[config.mk]
export PLATFORM = sky130hd
export DESIGN_NAME = bank_decoder
export DESIGN_NICKNAME = d
export VERILOG_FILES = /design/src/rtl/bank_decoder.sv
export SDC_FILE = /design/constraint.sdc
export NUM_CORES = 2
export LEC_CHECK = 0
export ABC_AREA = 1
export BUFFER_PORTS_ARGS = -buffer_cell sky130_fd_sc_hd__clkbuf_2
export CORE_MARGIN = 2
export CORE_UTILIZATION = 65
export CTS_BUF_LIST = sky130_fd_sc_hd__clkbuf_8
export DETAILED_ROUTE_END_ITERATION = 10
export HOLD_SLACK_MARGIN = 0.02
export PLACE_DENSITY = 0.78
export SLEW_MARGIN = 20
export SYNTH_ARGS = -nofsm -noshare
export SYNTH_HDL_FRONTEND = slang
export SYNTH_SLANG_ARGS = --single-unit
[constraint.sdc]
create_clock -name clk -period 2.63 [get_ports clk]
set_input_delay 0.3945 -clock clk [delete_from_list [all_inputs] [get_ports clk]]
set_output_delay 0.3945 -clock clk [all_outputs]
set_load 0.01 [all_outputs]
[src/rtl/bank_decoder.sv]
module bank_decoder #(
  parameter int          DATA_W    = 8,
  parameter int          PAGE_W    = 8,
  parameter logic [23:0] WRAM_BASE = 24'h7E0000
) (
  input  logic              clk,
  input  logic              rst_n,
  input  logic [23:0]       cpu_addr,
  input  logic              cpu_rd,
  input  logic              cpu_wr,
  input  logic [DATA_W-1:0] cpu_wdata,
  output logic [DATA_W-1:0] cpu_rdata,
  output logic              sel_wram,
  output logic              sel_io,
  output logic              sel_cop,
  output logic              sel_rom,
  output logic              sel_open,
  output logic              wr_fwd,
  output logic [23:0]       wram_addr,
  output logic [15:0]       periph_addr,
  output logic [PAGE_W+14:0] rom_addr,
  input  logic [DATA_W-1:0] wram_rdata,
  input  logic [DATA_W-1:0] io_rdata,
  input  logic [DATA_W-1:0] cop_rdata,
  input  logic [DATA_W-1:0] rom_rdata,
  input  logic              cfg_we,
  input  logic [7:0]        cfg_idx,
  input  logic [PAGE_W-1:0] cfg_data
);
  localparam int BANKS = 256;

  logic [PAGE_W-1:0] page_tbl [BANKS];
  logic [DATA_W-1:0] bus_q;
  logic [DATA_W-1:0] rd_mux;
  logic [15:0]       ofs;
  logic              strobe, low_area;

  assign ofs      = cpu_addr[15:0];
  assign strobe   = cpu_rd | cpu_wr;
  assign low_area = strobe & ~ofs[15] & ~cpu_addr[22];

  assign sel_rom  = strobe & ofs[15];
  assign sel_open = strobe & ~ofs[15] & cpu_addr[22];
  assign sel_wram = low_area & (ofs[14:13] == 2'b00);
  assign sel_io   = low_area & (ofs[14] ^ ofs[13]);
  assign sel_cop  = low_area & (ofs[14:13] == 2'b11);
  assign wr_fwd   = cpu_wr & (sel_wram | sel_io | sel_cop);

  assign wram_addr   = WRAM_BASE + {11'd0, ofs[12:0]};
  assign periph_addr = ofs;
  assign rom_addr    = {page_tbl[cpu_addr[23:16]], ofs[14:0]};

  always_comb begin
    if (sel_rom)       rd_mux = rom_rdata;
    else if (sel_wram) rd_mux = wram_rdata;
    else if (sel_io)   rd_mux = io_rdata;
    else if (sel_cop)  rd_mux = cop_rdata;
    else               rd_mux = bus_q;
  end

  always_ff @(posedge clk) begin
    if (!rst_n) begin
      for (int i = 0; i < BANKS; i++) page_tbl[i] <= '0;
    end else if (cfg_we && !strobe) begin
      page_tbl[cfg_idx] <= cfg_data;
    end
  end

  always_ff @(posedge clk) begin
    if (!rst_n) begin
      cpu_rdata <= '0;
      bus_q     <= '0;
    end else if (cpu_wr) begin
      bus_q     <= cpu_wdata;
    end else if (cpu_rd) begin
      cpu_rdata <= rd_mux;
      bus_q     <= rd_mux;
    end
  end

  p_onehot_r8: assert property (@(posedge clk) disable iff (!rst_n)
    strobe |-> $onehot({sel_wram, sel_io, sel_cop, sel_rom, sel_open}));

  p_idle_r8: assert property (@(posedge clk) disable iff (!rst_n)
    !strobe |-> ({sel_wram, sel_io, sel_cop, sel_rom, sel_open} == 5'b0));

  p_wr_drop_r7: assert property (@(posedge clk) disable iff (!rst_n)
    (sel_rom || sel_open) |-> !wr_fwd);

  p_rdata_hold_r9: assert property (@(posedge clk) disable iff (!rst_n)
    !cpu_rd |=> $stable(cpu_rdata));

  p_open_bus_r5: assert property (@(posedge clk) disable iff (!rst_n)
    (cpu_rd && !cpu_wr && sel_open) |=> (cpu_rdata == $past(bus_q)));

  p_mirror_r6: assert property (@(posedge clk) disable iff (!rst_n)
    sel_wram |-> (wram_addr[23:13] == WRAM_BASE[23:13]));
endmodule

==> flow_metrics.tcl <==
set metrics [dict create \
    io_pins 162 \
    fin_crit_sh 1.18 \
    port_buffers 98 \
    grt_util_all_layers 0.388 \
    ctsLongestPathBuffers 4 \
    start_util 0.655 \
    async_flop_share 0 \
    synth_area_sq_um 93900 \
    maxSlewViolCount 0 \
    synthCells 9732 \
    syn_avg_cell_area_sq_um 9.65 \
    dp_cells 11600 \
    rows 139 \
    vias 76700 \
    globalplace.congestion 0.961 \
    die-height_um 384 \
    die_x_um 384 \
    synth_edf_count 2048 \
    dr.pass1.iters 7 \
    worst_slew_pin_slew_ns 0.787 \
    setup_tns_ns -3.54 \
    fin_skew_ns 0.0282 \
    final_nets 10200 \
    drc 0 \
    initialDrtViolationCount 12400 \
    leakagePower_nw 43.5 \
    ctsHtreeMaxLevel 5 \
    vias_per_cell 6.27 \
    setup_violations 8 \
    core_sq_um 143000 \
    routed_wl_um 290000 \
    overflow 0 \
    status "finished, violations left" \
    grt_first_pass_wirelength_um 429000 \
    rsz0062_at_grt "yes" \
    finalPower_mw 71.6 \
    cts.clk_slew.worst_paths_ns 0.06 \
    seq_area_frac_synth 0.658 \
    required_ns 2.24 \
    yosys_register_bits 2064 \
    wl_per_cell_um 23.7 \
    cts_buffers 338 \
    reg2reg_slack_ns 0.33 \
    period_minus_slack_ns 3.11 \
    area_growth_pct 17.4 \
    worst_slack_ns -0.481 \
    cts_sinks 2064 \
    tritoncts "yes" \
    final-hold-violation-count 0 \
    max-cap-violations 0 \
    yosysUniqueCellTypes 25 \
    post_cts_buffers 0 \
    max_freq_ghz 0.321 \
    insertion_delay_ns 1.04 \
    ys.flop_type "edfxtp_1" \
    slew_headroom 0.476 \
    power_density_nw_per_um2 649 \
    crit_fanout 1 \
    peakVddDrop_uv 665 \
    drtAntennaViolNets 0 \
    dp_slack_ns -0.481 \
    die-area_sq_um 148000 \
    worstSetupPathType "flop to primary output" \
    hold_path.class "input pin to flop" \
    cp.arrival_ns 2.72 \
    drive_gt1_frac 0.166 \
    violations "negative setup slack" \
    yosys_warnings 0 \
    final_cells 12200 \
    grt_max_degree 94 \
    grt_pass1_vias 73600 \
    critPathCaptureType "primary output" \
    cts_root_buf "clkbuf_8" \
    place_hpwl_um 180000 \
    antenna_found_initial 12 \
    worst_setup_path_start_kind "flop" \
]
==> cell usage after synthesis (14+ instances only) <==
cell type | instances | area, sq um
dfxtp_1 | 16 | 320
inv_1 | 25 | 93.8
buf_1 | 75 | 282
nand2_1 | 2582 | 9690
nor3_2 | 14 | 140
buf_4 | 61 | 458
a21oi_1 | 17 | 85.1
nand3_1 | 2036 | 10200
buf_2 | 156 | 781
edfxtp_1 | 2048 | 61500
nor2_1 | 2096 | 7870
clkbuf_1 | 505 | 1900
nand2_2 | 40 | 250
==> sequential cells by signal, indices dropped and copies added (netlist names) <==
register,flops
bus_q,8
page_tbl,2048
cpu_rdata,8
==> final timing paths <==
check | start | to | cells after the start
hold / removal | cfg_idx[0] | page_tbl[160][3]$_SDFFCE_PN0P_ | 5
setup / recovery | page_tbl[17][6]$_SDFFCE_PN0P_ | rom_addr[21] | 11
setup reg to reg | bus_q[3]$_SDFFE_PN0N_ | cpu_rdata[3]$_SDFFE_PN0P_ | 6
hold reg to reg | cpu_rdata[2]$_SDFFE_PN0P_ | cpu_rdata[2]$_SDFFE_PN0P_ | 3
==> worst max-delay path, cell delays in order (launching register included) <==
cell,delay (ns)
edfxtp_1,0.42
nand2_1,0.11
nand3_1,0.11
nand3_2,0.12
nand3_4,0.12
nand3_2,0.13
nand3_2,0.09
nand3_4,0.16
nand2_2,0.07
nand2_2,0.06
nand2_2,0.10
buf_6,0.14
==> report_power, final <==
part	leakage [nW]	switching [mW]	internal, mW
clock	3.43	12.8	13.3
combinational	20.5	5.16	2.14
sequential	19.6	0.529	37.7
==> area by class of cell <==
| class | instances | area (sq um) |
|---|---|---|
| Multi-Input combinational cell | 6843 | 31600 |
| Timing Repair Buffer | 814 | 8180 |
| Fill cell | 9073 | 33200 |
| Antenna cell | 10 | 25.0 |
| Sequential cell | 2064 | 61800 |
| Inverter | 37 | 228 |
| Clock inverter | 228 | 1250 |
| Clock buffer | 345 | 4750 |
| Tap cell | 1903 | 2380 |
==> kinds of logic (layout without fill, tap and decap cells) <==
family          after synthesis  after routing  synth area share
fa+ha+maj                     2              2          0.000266
other cells                   2             21         0.0000799
flops                      2064           2064             0.658
buf+inv                     834           1424            0.0378
simple gates               6789           6789             0.301
compound gates               41             41           0.00261
==> stage by stage <==
step,hold WS (ns),utilization,cell area [sq um]
floorplan,0.490,-,94000
finish,0.102,0.769,110000
detailed placement,0.456,0.701,101000
CTS,0.0532,0.762,109000
global route,0.0933,0.768,110000
global placement,0.454,0.701,101000
==> layout by cell type (no fill, tap or decap), types with 39 or more instances in the layout <==
cell type	instances
nand2_1	2548
nand3_4	88
clkinv_2	39
nor2_1	2096
buf_12	163
clkbuf_2	86
clkbuf_8	346
buf_4	482
nand3_2	352
clkinv_1	78
nand3_1	1596
inv_1	112
edfxtp_1	2048
nand2_2	71
dlygate4sd3_1	65
==> metal layers <==
layer | routed length (um) | up-vias | GRT usage
met5 | 114 | - | 0
met4 | 17300 | 18 | 0.222
met3 | 41300 | 1139 | 0.103
met2 | 133000 | 6020 | 0.594
met1 | 98000 | 35900 | 0.505
li1 | - | 33700 | -
==> timing repair <==
item,in CTS,in global routing
endpoints found under the setup margin,8,15
hold endpoints to repair,361,0
resized for setup,400,189
pin swaps,127,120
hold buffers,65,0
(Power assumes the default switching activity.)
